===== config.mk =====
export PLATFORM = sky130hd
export DESIGN_NAME = rtc_iobus
export DESIGN_NICKNAME = d
export VERILOG_FILES = /design/src/rtl/rtc_pkg.sv /design/src/rtl/rtc_cmd_dec.sv /design/src/rtl/rtc_step_add.sv /design/src/rtl/rtc_iobus.sv
export SDC_FILE = /design/constraint.sdc
export NUM_CORES = 1
export LEC_CHECK = 0
export CORE_MARGIN = 1
export CORE_UTILIZATION = 65
export CTS_BUF_LIST = sky130_fd_sc_hd__clkbuf_2 sky130_fd_sc_hd__clkbuf_4 sky130_fd_sc_hd__clkbuf_8
export CTS_CLUSTER_SIZE = 24
export DETAILED_ROUTE_END_ITERATION = 12
export DONT_BUFFER_PORTS = 1
export MAX_ROUTING_LAYER = met4
export PLACE_DENSITY = 0.85
export REMOVE_ABC_BUFFERS = 1
export SLEW_MARGIN = 20
export SYNTH_ARGS = -nofsm -noshare
export SYNTH_HDL_FRONTEND = slang
export SYNTH_SLANG_ARGS = --single-unit

===== constraint.sdc =====
create_clock -name clk -period 3.4 [get_ports clk]
set_input_delay 0.34 -clock clk [delete_from_list [all_inputs] [get_ports clk]]
set_output_delay 0.34 -clock clk [all_outputs]
set_load 0.02 [all_outputs]

===== src/rtl/rtc_pkg.sv =====
package rtc_pkg;

    localparam int CLS_W = 2;
    localparam int FN_W  = 4;

    typedef enum logic [CLS_W-1:0] {
        CLS_CTRL  = 2'd0,
        CLS_IN    = 2'd1,
        CLS_OUT   = 2'd2,
        CLS_SENSE = 2'd3
    } cmd_class_e;

    localparam logic [FN_W-1:0] FN_RUN  = 4'o00;
    localparam logic [FN_W-1:0] FN_HALT = 4'o10;

    typedef struct packed {
        logic start;
        logic stop;
        logic rd;
        logic bad;
    } cmd_dec_t;

endpackage


===== src/rtl/rtc_cmd_dec.sv =====
module rtc_cmd_dec
    import rtc_pkg::*;
(
    input  logic             valid,
    input  logic [CLS_W-1:0] cls,
    input  logic [FN_W-1:0]  fn,
    output cmd_dec_t         dec
);
    logic fn_known;

    always_comb begin
        fn_known  = (fn == FN_RUN) || (fn == FN_HALT);
        dec.start = valid && (cls == CLS_CTRL) && (fn == FN_RUN);
        dec.stop  = valid && (cls == CLS_CTRL) && (fn == FN_HALT);
        dec.rd    = valid && (cls == CLS_IN) && fn_known;
        dec.bad   = valid && !(dec.start || dec.stop || dec.rd);
    end
endmodule


===== src/rtl/rtc_step_add.sv =====
module rtc_step_add #(
    parameter int CNT_W = 16,
    parameter int LO_W  = 8
) (
    input  logic [CNT_W-1:0] cur,
    input  logic [CNT_W-1:0] step,
    output logic [CNT_W-1:0] nxt,
    output logic             hi_chg
);
    localparam int HI_W = CNT_W - LO_W;

    logic [HI_W-1:0] hi_old;
    logic [HI_W-1:0] hi_new;

    always_comb begin
        nxt    = cur + step;
        hi_old = cur[CNT_W-1:LO_W];
        hi_new = nxt[CNT_W-1:LO_W];
        hi_chg = (hi_old != hi_new);
    end
endmodule


===== src/rtl/rtc_iobus.sv =====
module rtc_iobus
    import rtc_pkg::*;
#(
    parameter int CNT_W = 16,
    parameter int LO_W  = 8
) (
    input  logic             clk,
    input  logic             rst_n,
    input  logic             cmd_valid,
    input  logic [CLS_W-1:0] cmd_class,
    input  logic [FN_W-1:0]  cmd_func,
    input  logic             tick,
    input  logic [CNT_W-1:0] step,
    input  logic             ien_wr,
    input  logic             ien_wdata,
    output logic [CNT_W-1:0] rd_data,
    output logic             rd_skip,
    output logic             bad_func,
    output logic             irq
);
    typedef struct packed {
        logic [CNT_W-1:0] cnt;
        logic             run;
        logic             pend;
        logic             ien;
        logic [CNT_W-1:0] rdat;
        logic             skip;
        logic             bad;
    } st_t;

    st_t              st_d;
    st_t              st_q;
    cmd_dec_t         dec;
    logic [CNT_W-1:0] cnt_nxt;
    logic             hi_chg;
    logic             adv;

    logic [CNT_W-1:0] cnt_q;
    logic             run_q;
    logic             pend_q;
    logic             ien_q;

    rtc_cmd_dec u_dec (
        .valid (cmd_valid),
        .cls   (cmd_class),
        .fn    (cmd_func),
        .dec   (dec)
    );

    rtc_step_add #(.CNT_W(CNT_W), .LO_W(LO_W)) u_add (
        .cur    (st_q.cnt),
        .step   (step),
        .nxt    (cnt_nxt),
        .hi_chg (hi_chg)
    );

    always_comb begin
        st_d      = st_q;
        st_d.skip = 1'b0;
        st_d.bad  = 1'b0;
        adv       = tick && st_q.run && !dec.stop;

        if (adv) begin
            st_d.cnt = cnt_nxt;
            if (hi_chg) begin
                st_d.pend = 1'b1;
            end
        end

        // control commands override the tick for the pending flag
        if (dec.start) begin
            st_d.run  = 1'b1;
            st_d.pend = 1'b0;
        end
        if (dec.stop) begin
            st_d.run  = 1'b0;
            st_d.pend = 1'b0;
        end

        if (ien_wr) begin
            st_d.ien = ien_wdata;
        end

        if (dec.rd) begin
            st_d.rdat = st_q.cnt;
            st_d.skip = 1'b1;
        end
        if (dec.bad) begin
            st_d.bad = 1'b1;
        end
    end

    always_ff @(posedge clk) begin
        if (!rst_n) begin
            st_q.cnt  <= '0;
            st_q.run  <= 1'b1;
            st_q.pend <= 1'b0;
            st_q.ien  <= 1'b0;
            st_q.rdat <= '0;
            st_q.skip <= 1'b0;
            st_q.bad  <= 1'b0;
        end else begin
            st_q <= st_d;
        end
    end

    assign cnt_q    = st_q.cnt;
    assign run_q    = st_q.run;
    assign pend_q   = st_q.pend;
    assign ien_q    = st_q.ien;

    assign rd_data  = st_q.rdat;
    assign rd_skip  = st_q.skip;
    assign bad_func = st_q.bad;
    assign irq      = st_q.pend && st_q.ien;
endmodule


# --- Yosys cells after proc, flatten, opt, wreduce, memory -nomap -nowiden ---
# Index checks and enable logic that the tools add are counted.
op_classes:
  n_mux: 6
  n_eq_ne: 3
  reduce_logical: 19
  n_addsub: 1
  bitwise_logic: 1
op_table:
  columns: ["operator", "n"]
  rows:
  - ["adder 16 bit", 1]
  - ["logical AND 1 bit", 9]
  - ["inequality test 8 bit", 1]
  - ["equality test 4 bit, second input constant", 1]
  - ["logical NOT 4 bit", 1]
  - ["2-to-1 mux 1 bit", 4]
  - ["2-to-1 mux 2 bit", 2]
  - ["logical OR 1 bit", 3]
  - ["OR reduction 3 bit", 1]
  - ["equality test 2 x 1 -> 1 bit, second input constant", 1]
  - ["logical NOT 1 bit", 2]
  - ["logical NOT 2 bit", 1]
  - ["AND reduction 2 bit", 1]
  - ["nonzero test 2 bit", 1]
  - ["inverter 1 bit", 1]
totals:
  out_inout_bits: 19
  ff_bits: 37

# --- Depth between registers and ports, before layout ---
# Gate-level depths: netlist of the first run.
logic_depth:
  depth_word: 8
  mapped_depth: 9

# --- Cells and area by module ---
# Synthesis of the first run repeated with hierarchy kept, for this count alone.
hier_totals:
  cells_unflattened: 286
  area_unflattened_um2: 2503.7
modules_own_cells:
  columns: ["module", "area_each_um2", "n_inst", "cells_per_inst", "seq_area_each_um2"]
  rows:
  - ["rtc_iobus", 1430.1, 1, 138, 740.7]
  - ["rtc_step_add", 1023.5, 1, 141, 0.0]
  - ["rtc_cmd_dec", 50.0, 1, 7, 0.0]

# --- Least setup slack after synthesis of the first run ---
# Ideal clock, no wire load.
synth_path:
  path_type: "input port to flip-flop"
  startpoint: "input port step[0]"
  endpoint: "register st_q, in the netlist pend_q"
  stages: 9
  setup_ps: 120
  t_arrival_ps: 2337
  path_slack_ps: 943
  cell_sequence: "ha_1 -> fa_1 -> a211oi_2 -> o211ai_1 -> nand2_1 -> xnor3_1 -> a211oi_1 -> nand3_1 -> o31a_1"
synth_via:
  elab_chain_cells: 3
synth_rtl:
  columns: ["element", "line_no", "text"]
  rows:
  - ["from (decl)", "rtc_iobus.sv:13", "input logic [CNT_W-1:0] step,"]
  - ["adder 16 bit", "rtc_step_add.sv:16", "nxt = cur + step;"]
  - ["inequality test 8 bit", "rtc_step_add.sv:19", "hi_chg = (hi_old != hi_new);"]
  - ["AND reduction 2 bit (no line)", null, null]
  - ["to (signal assigned)", "rtc_iobus.sv:103", "st_q <= st_d;"]
  - ["to (decl)", "rtc_iobus.sv:32", "st_t st_q;"]
# Every way passes these cells.
# A chain may end at the register's enable or synchronous reset.

# --- Worst setup path in the final report of the first run ---
layout_path:
  startpoint: "register st_q, in the netlist cnt_q[0]"
  endpoint: "register st_q, in the netlist pend_q"
layout_via:
  elab_chain_cells: 3
layout_rtl:
  columns: ["element", "line_no"]
  rows:
  - ["adder 16 bit", "rtc_step_add.sv:16"]
  - ["inequality test 8 bit", "rtc_step_add.sv:19"]
  - ["AND reduction 2 bit (no line)", null]
# Every way passes these cells.

==> qor.yml, run 1 <==
final_layout:
  antenna_cells: 0
  final_net_count: 315
  final_layout_size_suffix_gt1_share_pct: 5.51
  syn2layout_area_growth_pct: 5.45
worst_setup_path:
  worst_setup_endpoint: "pend_q"
  crit_chain: "ha_1 -> fa_1 -> a211oi_2 -> o21ai_1 -> a21oi_1 -> o21ai_0 -> a211oi_1 -> nand3_1 -> o31a_1"
  reg2reg_setup_slack_ps: 680
  critical_path.reg2reg.startpoint: "cnt_q[0]"
  critical-path-slowest-cell: "fa_1"
  crit_cells: 9
  crit_type: "reg2reg"
  crit_path_max_fanout: 4
  reg2reg_to: "pend_q"
  crit_path_max_incr_delay_ps: 440
  cp.buffers_inverters: 0
  r2r.worst_path.cells: 9
  crit_path_start: "cnt_q[0]"
  critPathTopFamily: "compound AO/OA/AOI/OAI gates"
  crit_path_capture_type: "flop"
  start_kind: "flop"
  cp_data_arrival_time_ps: 2970
  timing.critical_path.required_ps: 3640
placed_design:
  place.detailed.hpwl_mm: 3.31
  final_estimated_routing_congestion_in_global_placement: 0.899
  port-buffer-count: 0
  place_worst_setup_slack_ps: 748
pwr:
  power_density_mw_per_mm2: 533
  total_power_w: 0.00123
  vdd_ir_drop_max_mv: 0.242
  leak_pwr_nw: 0.913
synth:
  top_cell_type_s_share_of_synthesized_area_pct: 34.0
  yosys_register_bits: 37
  synth.cell_area_mm2: 0.00218
  synth.avg_cell_area_um2: 7.93
  yosys.area_share.simple_pct: 20.2
  synth_area_leader_cell: "dfxtp_1"
  post_synth_fa_ha_maj_area_fraction_pct: 9.53
  async_reset_ff_share_pct: 0
  synth.area.mux_share_pct: 0.459
  syn-instance-count: 275
  synthXorXnorAreaFrac_pct: 9.18
  synth_top_family_by_area: "compound AO/OA/AOI/OAI gates"
  post_synth_num_cell_types: 44
  synth_ff_type: "dfxtp_1"
  seq_area_frac_synth_pct: 34.0
  synth-compound-area-share_pct: 23.5
  yosys_warnings: 0
  synth_area_leaders: "dfxtp_1 34%, nand2_1 12%, a21oi_1 10%"
  synth_edf_count: 0
timing:
  unrepaired_setup_endpoints_after_global_routing: "false"
  finClkSkew_ps: 8.17
  final_critical_delay_including_setup_and_external_delays_ps: 2720
  timing.final.hold_violations: 0
  slew_headroom_pct: 54.7
  report.final.setup_viol: 0
  drv_slew: 0
  fin_hold_ws_ps: 48.8
  timing.fmax_ghz: 0.368
  post_route_setup_tns_ps: 0
  worst_setup_slack_after_layout_ps: 679
  timing.final.crit_share_pct: 80.0
  worstMarginPinSlew_ps: 677
die:
  num_io_pins: 47
  floorplan.initialDensity_pct: 69.7
  placement_rows: 20
  die_ar_mm2: 0.00359
  fp.dieW_um: 59.9
  floorplan.core_area_mm2: 0.00313
  die_y_um: 59.9
global_routing:
  maximum_number_of_pins_on_one_net_before_global_route_repair: 36
  grt_antenna_before_repair: 0
  overflow_left_after_global_routing: 0
  grt_pass1_wl_mm: 7.11
  via_count_of_the_first_global_routing_pass: 1711
  grtUsageTotal_pct: 27.5
drt:
  vias_per_cell: 5.96
  firstDrtPassIters: 4
  ant_nets: 0
  routed_wl_mm: 4.54
  drc_errors: 0
  detail_route.wl_per_cell_um: 14.4
  drt_first_iter_violations: 72
  routed-via-count: 1882
cts:
  clock_tree.buffer_depth: 2
  worst_setup_hold_path_clk_slew_ps: 120
  cts-htree-levels: 2
  tritoncts: "done"
  cts_hold_buf: 0
  postCtsSetupRepairBufs: 0
  clkLatencyLatePin_ps: 340
  count_of_cells_resized_by_post_cts_repair: 0
  cts_num_sinks: 37
  tritoncts.num_buffers: 5
  clock_tree.root_cell: "clkbuf_4"
flow_run:
  timing.max_cap.violations: 0
min_path:
  min_from: "rst_n"
  hold_class: "in2reg"
  min_delay_path_depth: 1
status:
  run_status: "finished, final reports clean"
report_power, final:
group	internal, W	total (W)	leakage (nW)	switching [W]
Clock	0.000231	0.000386	0.0558	0.000154
Combinational	0.000160	0.000350	0.555	0.000190
Sequential	0.000460	0.000490	0.302	0.0000292
Total	0.000852	0.00123	0.913	0.000374
flip-flops by register name (all words and copies together) (netlist names):
register / cells
cnt_q: 16
rd_data: 16
bad_func: 1
ien_q: 1
pend_q: 1
rd_skip: 1
run_q: 1
Yosys cell counts (all sizes together), types with 2 or more instances:
library cell,n
ha,15
nor3,2
a21oi,46
or3,2
inv,2
nand2,69
dfxtp,37
buf,3
nand3,6
nor2,15
o21bai,2
xor2,4
o211ai,4
o21a,2
and2,2
nand3b,2
a211oi,6
xnor3,2
nor2b,2
clkbuf,10
a21o,4
xnor2,11
a211o,2
o21ai,10
cell families (layout without fill, tap and decap cells):
| logic type | count (synthesis) | in the layout |
|---|---|---|
| compound gates | 82 | 82 |
| mux | 1 | 1 |
| xor+xnor | 18 | 18 |
| simple gates | 105 | 105 |
| buf+inv | 16 | 13 |
| flops | 37 | 37 |
| fa+ha+maj | 16 | 16 |
worst min path at each step:
stage	endpoint	slack, ps
floorplan	run_q	400
global placement	run_q	400
detailed placement	run_q	410
CTS	run_q	40
global route	run_q	20
finish	run_q	50
layout make-up:
cell class	instances	area, um2
clock buffers	5	37.5
flip-flops and latches	37	741
inverters	3	11.3
fillers	255	830
repair buffers	2	15.0
well taps	44	55.1
clock inverters	3	68.8
multi-input cells	222	1370
placed cells by master, fill, tap and decap left out, drive strengths merged, types with 2 or more instances in the layout:
cell type  instances
a211oi             6
nor2              15
and2               2
or3                2
o21ai             10
o21bai             2
inv                3
xnor2             11
bufinv             2
nand2             69
a21o               4
nand3              6
clkbuf             5
buf                2
xor2               4
ha                15
nor3               2
nand3b             2
o21a               2
a21oi             46
dfxtp             37
a211o              2
nor2b              2
o211ai             4
xnor3              2
metrics by stage:
step                cells  instance area [um2]  util [%]
finish                316                 2300      73.5
global route          316                 2300      73.5
CTS                   316                 2300      73.5
detailed placement    308                 2190      70.1
global placement      308                 2190      70.1
floorplan             262                 2120         -
metal layers:
layer	share of wire [%]	global-route usage, %	up-vias	routed length (um)
met3	6.7	7.36	4	302
li1	-	-	952	-
met1	40	28.8	861	1830
met2	52	49.7	65	2350
met4	1.3	8.64	0	57
met5	0	-	-	0
Power figures use the tool's default switching activity.
==> run 2, diff against run 1 <==
==> constraint.sdc (replaced) <==
create_clock -name clk -period 2.6 [get_ports clk]
set_input_delay 0.26 -clock clk [delete_from_list [all_inputs] [get_ports clk]]
set_output_delay 0.26 -clock clk [all_outputs]
set_load 0.02 [all_outputs]
==> qor.yml, run 2 (synthesized netlist as in run 1, its figures left out) <==
placed_design:
  numPlacedInstances: 309  # +0.32%
  place_worst_setup_slack_ps: 14.8  # -733 ps
  port-buffer-count: 0  # unchanged
  final_estimated_routing_congestion_in_global_placement: 0.909  # +1.1%
  place.detailed.hpwl_mm: 3.46  # +4.5%
worst_setup_path:
  crit_chain: "ha_1 -> fa_2 -> a211oi_4 -> o211ai_1 -> nand2_1 -> xnor3_1 -> a211oi_1 -> nand3_1 -> o31a_1"
  start_kind: "flop"
  crit_path_max_fanout: 3  # -1
  crit_path_max_incr_delay_ps: 400  # -40 ps
  timing.critical_path.required_ps: 2840  # -800 ps
  crit_type: "reg2reg"
  critPathTopFamily: "compound AO/OA/AOI/OAI gates"
  cp.buffers_inverters: 0  # unchanged
  crit_path_capture_type: "flop"
  critical-path-slowest-cell: "fa_2"
  cp_data_arrival_time_ps: 2710  # -260 ps
drt:
  vias_per_cell: 6.04  # +1.5%
  detail_route.wl_per_cell_um: 14.7  # +2.6%
  drt_first_iter_violations: 104  # +44%
  routed_wl_mm: 4.70  # +3.6%
  routed-via-count: 1928  # +2.4%
  drc_errors: 0  # unchanged
  ant_nets: 0  # unchanged
  firstDrtPassIters: 4  # unchanged
final_layout:
  final_core_utilization_pct: 74.2  # +0.68 points
  final-seq-area_um2: 741  # unchanged
  final_common_cell: "nand2_1"
  layoutNonFillerInstCount: 319  # +0.95%
  multi_input_comb_area_mm2: 0.00138  # +1.0%
  final_net_count: 318  # +0.95%
  fillerInstances: 251  # -1.6%
  layout_common_cells: "69 x nand2_1, 44 x a21oi_1, 37 x dfxtp_1"
  final_layout_size_suffix_gt1_share_pct: 6.91  # +1.4 points
  syn2layout_area_growth_pct: 6.43
  antenna_cells: 0  # unchanged
cts:
  clock_tree.buffer_depth: 2  # unchanged
  clkLatencyLatePin_ps: 350  # about the same
  worst_setup_hold_path_clk_slew_ps: 110  # about the same
  tritoncts: "done"
  cts-htree-levels: 2  # unchanged
  cts_num_sinks: 37  # unchanged
  tritoncts.num_buffers: 5  # unchanged
  clock_tree.root_cell: "clkbuf_4"
timing:
  timing.final.crit_share_pct: 95.1  # +15 points
  drv_slew: 0  # unchanged
  post_route_setup_tns_ps: 0  # unchanged
  timing.final.hold_violations: 0  # unchanged
  worst_setup_slack_after_layout_ps: 128  # -551 ps
  final_critical_delay_including_setup_and_external_delays_ps: 2470  # -249 ps
  unrepaired_setup_endpoints_after_global_routing: "false"
  timing.fmax_ghz: 0.405  # +10%
  slew_headroom_pct: 55.1  # +0.39 points
  fin_hold_ws_ps: 62.1  # +13.4 ps
  report.final.setup_viol: 0  # unchanged
  finClkSkew_ps: 9.56  # +1.39 ps
  worstMarginPinSlew_ps: 671  # -5.90 ps
pwr:
  power.net_switching_w: 0.000486  # +30%
  share_seq_of_total_power_pct: 41.5  # +1.6 points
  power_density_mw_per_mm2: 667  # +25%
  sw_frac_of_total_pct: 31.5  # +0.95 points
  vdd_ir_drop_max_mv: 0.427  # +76%
  clkPwrFrac_pct: 27.9  # -3.6 points
  p_comb_share_pct: 30.6  # +2.0 points
  leak_pwr_nw: 0.920  # +0.85%
  internal-power_w: 0.00106  # +24%
global_routing:
  via_count_of_the_first_global_routing_pass: 1875  # +9.6%
  maximum_number_of_pins_on_one_net_before_global_route_repair: 36  # unchanged
  grtUsageTotal_pct: 29.5  # +2.0 points
  grt_pass1_wl_mm: 7.70  # +8.3%
  grt_antenna_before_repair: 0  # unchanged
  overflow_left_after_global_routing: 0  # unchanged
min_path:
  hold_class: "in2reg"
die:
  fp.dieW_um: 59.9  # unchanged
  num_io_pins: 47  # unchanged
  die_ar_mm2: 0.00359  # unchanged
  floorplan.initialDensity_pct: 69.7  # unchanged
  die_y_um: 59.9  # unchanged
  placement_rows: 20  # unchanged
  floorplan.core_area_mm2: 0.00313  # unchanged
flow_run:
  timing.max_cap.violations: 0  # unchanged
status:
  run_status: "finished, final reports clean"
## run 2: changes by cell type in the layout (fill, tap and decap cells not counted), sizes merged
cell / before / now
buf: 2 / 4
clkbuf: 5 / 7
bufinv: 2 / 1
dlygate4sd3: 0 / 1
inv: 3 / 2
## run 2: power by group through the flow
stage / clock network (W) / logic, W / registers [W]
finish: 0.000432 / 0.000473 / 0.000641
global route: 0.000457 / 0.000529 / 0.000646
CTS: 0.000434 / 0.000460 / 0.000641
detailed placement: 0 / 0.000455 / 0.000654
global placement: 0 / 0.000442 / 0.000652
floorplan: 0 / 0.000378 / 0.000642
## run 2: repair_timing
action                                  4_1_cts  5_1_grt
hold buffers                                  1        0
endpoints found under the setup margin        0        1
setup buffers                                 0        1
resized for setup                             0        3
hold endpoints to repair                      1        0
## run 2: through the flow
stage                     total power, W  instance area, um2
after detailed placement         0.00111                2200
after CTS                        0.00153                2300
after floorplan                  0.00102                2120
after global routing             0.00163                2320
after global placement           0.00109                2200
final                            0.00155                2320
## run 2: layout make-up
cell class	count	share of cell area (%)
inverter	3	0.485
multi-input combinational	222	59.7
tap	44	2.37
clock inverter	1	1.29
timing repair buffer	5	1.73
sequential	37	31.9
clock buffer	7	2.54
## run 2: final timing paths
path,from,to,slack [ps],depth (start not counted)
max,cnt_q[0],pend_q,130,9
min,ien_wdata,ien_q,60,2
max reg2reg,cnt_q[0],pend_q,130,9
min reg2reg,cnt_q[3],rd_data[3],480,2
## run 2: metal layers
metal / share of wire, % / track usage, % / wire length [um] / up-vias
li1: - / - / - / 958
met1: 38 / 30.1 / 1800 / 885
met2: 52 / 54.4 / 2460 / 71
met3: 7.6 / 6.71 / 355 / 14
met4: 2.0 / 10.6 / 93 / 0
met5: 0 / - / 0 / -
